<file path="src/rtl/edge_irq_pkg.sv">
package edge_irq_pkg;

  typedef enum logic [1:0] {
    EDGE_OFF  = 2'b00,
    EDGE_FALL = 2'b01,
    EDGE_RISE = 2'b10,
    EDGE_BOTH = 2'b11
  } edge_mode_e;

  localparam int unsigned REG_MODE = 0;
  localparam int unsigned REG_PEN  = 1;
  localparam int unsigned REG_FLAG = 2;

endpackage

</file>
<file path="src/rtl/edge_irq_sync.sv">
module edge_irq_sync #(
  parameter int unsigned NCH    = 3,
  parameter int unsigned STAGES = 2
) (
  input  logic           clk_i,
  input  logic           rst_n,
  input  logic [NCH-1:0] async_i,
  output logic [NCH-1:0] sync_o
);

  logic [NCH-1:0] stage_q [STAGES];

  for (genvar s = 0; s < STAGES; s++) begin : g_stage
    logic [NCH-1:0] stage_d;
    if (s == 0) begin : g_first
      assign stage_d = async_i;
    end else begin : g_next
      assign stage_d = stage_q[s-1];
    end

    always_ff @(posedge clk_i or negedge rst_n) begin
      if (!rst_n) stage_q[s] <= '0;
      else        stage_q[s] <= stage_d;
    end
  end

  assign sync_o = stage_q[STAGES-1];

endmodule

</file>
<file path="src/rtl/edge_irq_detect.sv">
module edge_irq_detect
  import edge_irq_pkg::*;
(
  input  logic       clk_i,
  input  logic       rst_n,
  input  logic       smp_i,
  input  logic [1:0] mode_i,
  input  logic       en_i,
  output logic       hit_o
);

  logic       prev_q;
  edge_mode_e mode;
  logic       rise_ok, fall_ok;

  always_ff @(posedge clk_i or negedge rst_n) begin
    if (!rst_n) prev_q <= 1'b0;
    else        prev_q <= smp_i;
  end

  always_comb begin
    mode    = edge_mode_e'(mode_i);
    rise_ok = (mode == EDGE_RISE) || (mode == EDGE_BOTH);
    fall_ok = (mode == EDGE_FALL) || (mode == EDGE_BOTH);
    hit_o   = en_i & ((rise_ok & smp_i & ~prev_q) | (fall_ok & ~smp_i & prev_q));
  end

endmodule

</file>
<file path="src/rtl/edge_irq_flags.sv">
module edge_irq_flags #(
  parameter int unsigned NCH = 3
) (
  input  logic           clk_i,
  input  logic           rst_n,
  input  logic           mcyc_i,
  input  logic [NCH-1:0] hit_i,
  input  logic [NCH-1:0] clr_i,
  input  logic [NCH-1:0] en_i,
  output logic [NCH-1:0] flags_o,
  output logic           req_o
);

  logic [NCH-1:0] seen_q, seen_d;
  logic [NCH-1:0] flag_q, flag_d;
  logic           req_q, req_d;

  // Edges found between strobes wait in seen_q; a strobe moves them into
  // the flags. The set term is ORed in after the clear so a simultaneous
  // edge wins.
  always_comb begin
    seen_d = mcyc_i ? '0 : (seen_q | hit_i);
    flag_d = (flag_q & ~clr_i) | (mcyc_i ? (seen_q | hit_i) : '0);
    req_d  = |(flag_q & en_i);
  end

  always_ff @(posedge clk_i or negedge rst_n) begin
    if (!rst_n) begin
      seen_q <= '0;
      flag_q <= '0;
      req_q  <= 1'b0;
    end else begin
      seen_q <= seen_d;
      flag_q <= flag_d;
      if (mcyc_i) req_q <= req_d;
    end
  end

  assign flags_o = flag_q;
  assign req_o   = req_q;

endmodule

</file>
<file path="src/rtl/edge_irq_regs.sv">
module edge_irq_regs
  import edge_irq_pkg::*;
#(
  parameter int unsigned NCH = 3,
  parameter int unsigned DW  = 8,
  parameter int unsigned AW  = 2,
  localparam int unsigned MW = 2 * NCH
) (
  input  logic           clk_i,
  input  logic           rst_n,
  input  logic           we_i,
  input  logic [AW-1:0]  addr_i,
  input  logic [DW-1:0]  wdata_i,
  input  logic [NCH-1:0] ack_i,
  input  logic [NCH-1:0] flags_i,
  output logic [DW-1:0]  rdata_o,
  output logic [MW-1:0]  mode_o,
  output logic [NCH-1:0] en_o,
  output logic [NCH-1:0] clr_o
);

  logic [MW-1:0]  mode_q, mode_d;
  logic [NCH-1:0] en_q, en_d;
  logic           sel_mode, sel_pen, sel_flag;

  always_comb begin
    sel_mode = (addr_i == AW'(REG_MODE));
    sel_pen  = (addr_i == AW'(REG_PEN));
    sel_flag = (addr_i == AW'(REG_FLAG));
    mode_d   = (we_i && sel_mode) ? wdata_i[MW-1:0]  : mode_q;
    en_d     = (we_i && sel_pen)  ? wdata_i[NCH-1:0] : en_q;
    clr_o    = ack_i | ((we_i && sel_flag) ? ~wdata_i[NCH-1:0] : '0);
  end

  always_ff @(posedge clk_i or negedge rst_n) begin
    if (!rst_n) begin
      mode_q <= '0;
      en_q   <= '0;
    end else begin
      mode_q <= mode_d;
      en_q   <= en_d;
    end
  end

  always_comb begin
    if (sel_mode)      rdata_o = DW'(mode_q);
    else if (sel_pen)  rdata_o = DW'(en_q);
    else if (sel_flag) rdata_o = DW'(flags_i);
    else               rdata_o = '0;
  end

  assign mode_o = mode_q;
  assign en_o   = en_q;

endmodule

</file>
<file path="src/rtl/edge_irq_front.sv">
module edge_irq_front #(
  parameter int unsigned NCH         = 3,
  parameter int unsigned DW          = 8,
  parameter int unsigned AW          = 2,
  parameter int unsigned SYNC_STAGES = 2
) (
  input  logic           clk_i,
  input  logic           rst_ni,
  input  logic [NCH-1:0] pins_i,
  input  logic           mcyc_i,
  input  logic           reg_we_i,
  input  logic [AW-1:0]  reg_addr_i,
  input  logic [DW-1:0]  reg_wdata_i,
  output logic [DW-1:0]  reg_rdata_o,
  input  logic [NCH-1:0] ack_i,
  output logic [NCH-1:0] irq_flags_o,
  output logic           irq_req_o
);

  localparam int unsigned MW = 2 * NCH;

  logic [1:0]     rst_pipe_q;
  logic           rst_n;
  logic [NCH-1:0] pin_sync;
  logic [MW-1:0]  mode_vec;
  logic [NCH-1:0] en_vec;
  logic [NCH-1:0] clr_vec;
  logic [NCH-1:0] hit_vec;

  always_ff @(posedge clk_i or negedge rst_ni) begin
    if (!rst_ni) rst_pipe_q <= '0;
    else         rst_pipe_q <= {rst_pipe_q[0], 1'b1};
  end
  assign rst_n = rst_pipe_q[1];

  edge_irq_sync #(.NCH(NCH), .STAGES(SYNC_STAGES)) u_sync (
    .clk_i   (clk_i),
    .rst_n   (rst_n),
    .async_i (pins_i),
    .sync_o  (pin_sync)
  );

  edge_irq_regs #(.NCH(NCH), .DW(DW), .AW(AW)) u_regs (
    .clk_i   (clk_i),
    .rst_n   (rst_n),
    .we_i    (reg_we_i),
    .addr_i  (reg_addr_i),
    .wdata_i (reg_wdata_i),
    .ack_i   (ack_i),
    .flags_i (irq_flags_o),
    .rdata_o (reg_rdata_o),
    .mode_o  (mode_vec),
    .en_o    (en_vec),
    .clr_o   (clr_vec)
  );

  for (genvar c = 0; c < NCH; c++) begin : g_ch
    edge_irq_detect u_det (
      .clk_i  (clk_i),
      .rst_n  (rst_n),
      .smp_i  (pin_sync[c]),
      .mode_i (mode_vec[2*c +: 2]),
      .en_i   (en_vec[c]),
      .hit_o  (hit_vec[c])
    );
  end

  edge_irq_flags #(.NCH(NCH)) u_flags (
    .clk_i   (clk_i),
    .rst_n   (rst_n),
    .mcyc_i  (mcyc_i),
    .hit_i   (hit_vec),
    .clr_i   (clr_vec),
    .en_i    (en_vec),
    .flags_o (irq_flags_o),
    .req_o   (irq_req_o)
  );

endmodule

</file>
<file path="config.mk">
export PLATFORM = sky130hd
export DESIGN_NAME = edge_irq_front
export DESIGN_NICKNAME = d
export VERILOG_FILES = /design/src/rtl/edge_irq_pkg.sv /design/src/rtl/edge_irq_sync.sv /design/src/rtl/edge_irq_detect.sv /design/src/rtl/edge_irq_flags.sv /design/src/rtl/edge_irq_regs.sv /design/src/rtl/edge_irq_front.sv
export SDC_FILE = /design/constraint.sdc
export NUM_CORES = 1
export LEC_CHECK = 0
export ABC_CLOCK_PERIOD_IN_PS = 1600
export BUFFER_PORTS_ARGS = -buffer_cell sky130_fd_sc_hd__clkbuf_2
export CAP_MARGIN = 5
export CORE_MARGIN = 1.5
export CORE_UTILIZATION = 35
export CTS_CLUSTER_DIAMETER = 60
export CTS_CLUSTER_SIZE = 10
export DETAILED_ROUTE_END_ITERATION = 8
export PLACE_DENSITY = 0.65
export SLEW_MARGIN = 20
export SYNTH_ARGS = -nofsm -noshare
export SYNTH_HDL_FRONTEND = slang
export SYNTH_HIERARCHICAL = 1
export SYNTH_SLANG_ARGS = --single-unit
</file>
<file path="constraint.sdc">
create_clock -name clk_i -period 1.6 [get_ports clk_i]
set_input_delay 0.16 -clock clk_i [delete_from_list [all_inputs] [get_ports clk_i]]
set_output_delay 0.16 -clock clk_i [all_outputs]
set_load 0.02 [all_outputs]
</file>
Yosys cells after proc, flatten, opt, wreduce, memory -nomap -nowiden

Cells that the tools add are included.

Bits in registers: 27
Word-level logic and storage cells: 70
Output and inout bits: 12
Input port bits: 20

Reduce and logical (&&, ||, !) cells: 11
Bitwise operators: 31
Equality and inequality tests: 11
Mux-type cells: 6

Operators by type and width:

| kind                                                 | count |
|---|---|
| two-way mux 8 bit                                    | 2 |
| bitwise AND 1 bit                                    | 15 |
| equality test 2 bit (second input constant)          | 7 |
| two-way mux 3 bit                                    | 4 |
| OR 3 bit                                             | 3 |
| equality test 2 x 1 -> 1 bit (second input constant) | 4 |
| bitwise AND 3 bit                                    | 2 |
| logical OR 1 bit                                     | 6 |
| NOT 1 bit                                            | 6 |
| NOT 3 bit                                            | 2 |
| logical AND 1 bit                                    | 3 |
| OR 1 bit                                             | 3 |
| OR reduction 3 bit                                   | 1 |
| logical NOT 2 bit                                    | 1 |

Depth between registers and ports, before layout

Depth in word-level cells: 9
Gate-level depth with buffers: 4
Mapped depth without buffers: 4

Modules after synthesis

The synthesis kept the hierarchy.

By module, submodules not included:

| module          | cells each | instances | sequential area each (sq um) | area each (sq um) |
|---|---|---|---|---|
| edge_irq_regs   | 40         | 1         | 225.2                        | 509.2 |
| edge_irq_flags  | 25         | 1         | 175.2                        | 257.7 |
| edge_irq_sync   | 6          | 1         | 150.1                        | 150.1 |
| edge_irq_detect | 4          | 3         | 25.0                         | 46.3 |
| edge_irq_front  | 3          | 1         | 50.0                         | 53.8 |

Worst setup path after synthesis

No wires, ideal clock.

Path type: in2reg
From: input port reg_addr_i[1]
To: register u_regs.mode_q[0] (netlist: u_regs/mode_o[0])
Stages on the path: 3
Data required time: 1.475 ns
Data arrival time: 0.924 ns
Buffers on the path: 1
Setup slack: 0.551 ns
Path through: buf_6 -> nor3b_4 -> mux2_2

Cells in the longest elaborated chain, start to end: 2

RTL lines:

| element              | RTL line             | text |
|---|---|---|
| from (decl)          | edge_irq_front.sv:12 | `input logic [AW-1:0] reg_addr_i,` |
| logical NOT 2 bit    | edge_irq_regs.sv:27  | `sel_mode = (addr_i == AW'(REG_MODE));` |
| logical AND 1 bit    | edge_irq_regs.sv:30  | `mode_d = (we_i && sel_mode) ? wdata_i[MW-1:0] : mode_q;` |
| to (signal assigned) | edge_irq_regs.sv:40  | `mode_q <= mode_d;` |
| to (decl)            | edge_irq_regs.sv:22  | `logic [MW-1:0] mode_q, mode_d;` |

No other way between the ends.
A chain may end at the register's enable or synchronous reset.

Final worst setup path

From: register u_regs.en_q[1] (netlist: u_regs/en_o[1])
To: output port reg_rdata_o[1]

Cells in the longest elaborated chain, start to end: 2

RTL lines:

| element                | RTL line             | text |
|---|---|---|
| from (decl)            | edge_irq_regs.sv:23  | `logic [NCH-1:0] en_q, en_d;` |
| from (signal assigned) | edge_irq_regs.sv:41  | `en_q <= en_d;` |
| two-way mux 8 bit      | edge_irq_regs.sv:47  | `else if (sel_pen) rdata_o = DW'(en_q);` |
| two-way mux 8 bit      | edge_irq_regs.sv:46  | `if (sel_mode) rdata_o = DW'(mode_q);` |
| to (decl)              | edge_irq_front.sv:14 | `output logic [DW-1:0] reg_rdata_o,` |

No other way between the ends.

==> results.ini <==
[final_layout]
drive_above_1_share_pct = 35.3
n_antenna_cell = 0
area_growth_pct = 20.9
final_nets = 140
nFillCells = 299

[global_route]
grt.overflow.total = 0
grt_max_degree = 26
antenna_found_initial = 0
grt_pass1_wl_mm = 3.42
first_global_vias = 734
gr-usage-all-layers_pct = 13.2

[yosys]
syn_inst = 86
synth.area.top_cells = dfrtp_1 61%, mux2_2 9.1%, nand4b_1 4.7%
yosys.area.top_type = dfrtp_1
syn_area_per_cell_um2 = 12.9
synth.cell_area_um2 = 1110
seq_area_frac_synth_pct = 60.9
ys_ff_latch = 27
yosysWarnings = 6
netlist-cell-type-count = 19
synth_top_area_share_pct = 60.9

[route]
vias = 744
drtAntennaViolNets = 0
drt_iter0_markers = 13
vias_per_cell = 4.56
drt_wl_total_mm = 2.11
drc = 0
wl_per_cell_um = 13.0
drt-pass1-iter-count = 4

[sta]
fin_ws_ns = 0.200
fin_crit_sh_pct = 87.5
min_period_ns = 1.40
setup_tns_ns = 0
finalHoldViolCount = 0
skew_ns = 0.00976
slew_violations = 0
fmax_mhz = 714
rsz0062_at_grt = false
finalSetupViolCount = 0

[worst_setup_path]
cp_data_arrival_time_ns = 1.24
crit_fanout = 5
critPathLaunchType = flip-flop
setup.worst_path.class = reg -> out
crit_path_end_kind = output pin
r2r_setup_slack_ns = 0.51
worstPathRequired_ns = 1.44

[clocking]
cts-root-buf = clkbuf_4
numClockSinks = 27
htreeDepth = 1
cts_max_path_buffers = 2
cts_made_buffers = 3
clk_pin_slew_worst_paths_ns = 0.14
ctsResizeCount = 0
clk_latency_ns = 0.32
cts_tree = done

[power_and_ir_drop]
vdd_drop_max_v = 0.000432
powerDensity_nw_per_um2 = 1040
total_leakage_power_nw = 0.631

[floorplanning]
die_h_um = 59.3
io_pins = 32
dieArea_um2 = 3520
die_w_um = 59.3
initial_core_util_pct = 36.7
core_um2 = 3030
rows = 20

[place]
gp_routability_congestion = 0.731
portBuffers = 27
place_ws_ns = 0.360
hpwl_mm = 1.60

[outcome]
status = complete, no violations

[worst_hold_path]
hp-class = in -> reg

[run]
drv_cap = 0

[synthesized netlist by cell type]
cell type	n
buf_6	2
o2bb2ai_1	3
o21bai_1	3
nor2_1	8
dfrtp_1	27
conb_1	2
mux2_2	9
a222oi_1	1
inv_1	3
nor2b_1	1
nor3b_4	1
mux2i_1	3
nand3b_1	2
nand4b_1	6
o21ai_0	6
nand2_1	3
a21oi_1	1
and2_1	3
buf_4	2
[cells in the final DEF, fill, tap and decap left out]
cell type and instances:
nor2_1 8, nand2_1 3, a222oi_1 1, o21bai_1 3, o2bb2ai_1 3, buf_4 1
clkinv_2 1, dlygate4sd3_1 4, and2_1 3, clkbuf_4 3, conb_1 3, mux2i_1 3
nor2b_1 1, nand4b_1 6, clkbuf_2 27, o21ai_0 6, mux2_2 9, nor3b_4 1
dfrtp_1 27, nand3b_1 2, a21oi_1 1, inv_1 3
[cell type report]
type,count,area [um^2],share of cell area [%]
clock buffers,3,22.5,1.68
inverters,3,11.3,0.840
well taps,44,55.1,4.10
clock inverters,1,5.00,0.373
flip-flops and latches,27,676,50.4
multi-input cells,53,389,29.0
repair buffers,32,183,13.6
[routing by layer]
layer	track usage (%)	vias to the layer above	share of wire, %
met5	0	-	0
met4	6.82	0	1.8
met3	1.75	5	4.6
met2	21.4	21	47
met1	17.3	354	47
li1	-	364	-
[repair_timing]
| item | in CTS | in global routing |
|---|---|---|
| hold buffers | 4 | 0 |
| endpoints found under the hold margin | 5 | 0 |
| setup buffers | 0 | 0 |
[report_power, final]
part	internal, mW	switching [mW]	leakage [nW]	total [mW]
clock network	0.0937	0.193	0.0177	0.287
logic	0.126	0.148	0.286	0.273
registers	0.765	0.0713	0.327	0.837
[state kept, by name, indices dropped and copies added, names as in the netlist]
register,cells
g_ch.u_det/prev_q,3
u_sync/sync_o,3
u_flags/seen_q,3
u_flags/flags_o,3
u_regs/en_o,3
u_sync/g_stage.stage_d,3
u_flags/req_o,1
u_regs/mode_o,6
rst_pipe_q,2
[cell families after synthesis]
kind of cell           Yosys count  synth area share (%)
AND/OR/NAND/NOR                 24                  13.8
AO/OA/AOI/OAI                   14                  8.46
other                            2                 0.677
flip-flops                      27                  60.9
multiplexers                    12                  11.8
buffers and inverters            7                  4.40
[through the flow]
stage          power [mW]  area (um^2)  util [%]  hold slack [ns]  std cells
6_report             1.40         1340      44.3           0.0644        163
5_1_grt              1.48         1340      44.3           0.0490        163
4_1_cts              1.41         1340      44.3           0.0550        163
3_5_place_dp         1.12         1270      42.1          -0.0498        155
3_3_place_gp         1.11         1270      42.1          -0.0537        155
2_1_floorplan        1.02         1110         -           -0.136         87
[final timing paths]
path,from,endpoint,cells past startpoint
worst max-delay path,u_regs/en_o[1],reg_rdata_o[1],3
worst min-delay path,reg_wdata_i[5],u_regs/mode_o[5],2
worst max register to register,u_regs/en_o[0],u_flags/req_o,2
worst min register to register,rst_pipe_q[1],u_sync/g_stage[1].stage_d[0],1
max in group asynchronous,rst_pipe_q[1],u_regs/en_o[2],1
min in group asynchronous,rst_ni,rst_pipe_q[0],2
[worst max-delay path: stages (launching register included)]
cell and delay (ns):
dfrtp_1 0.45, mux2i_1 0.11, o2bb2ai_1 0.17, clkbuf_2 0.19
Note: power is estimated with default switching activity, not from simulation.
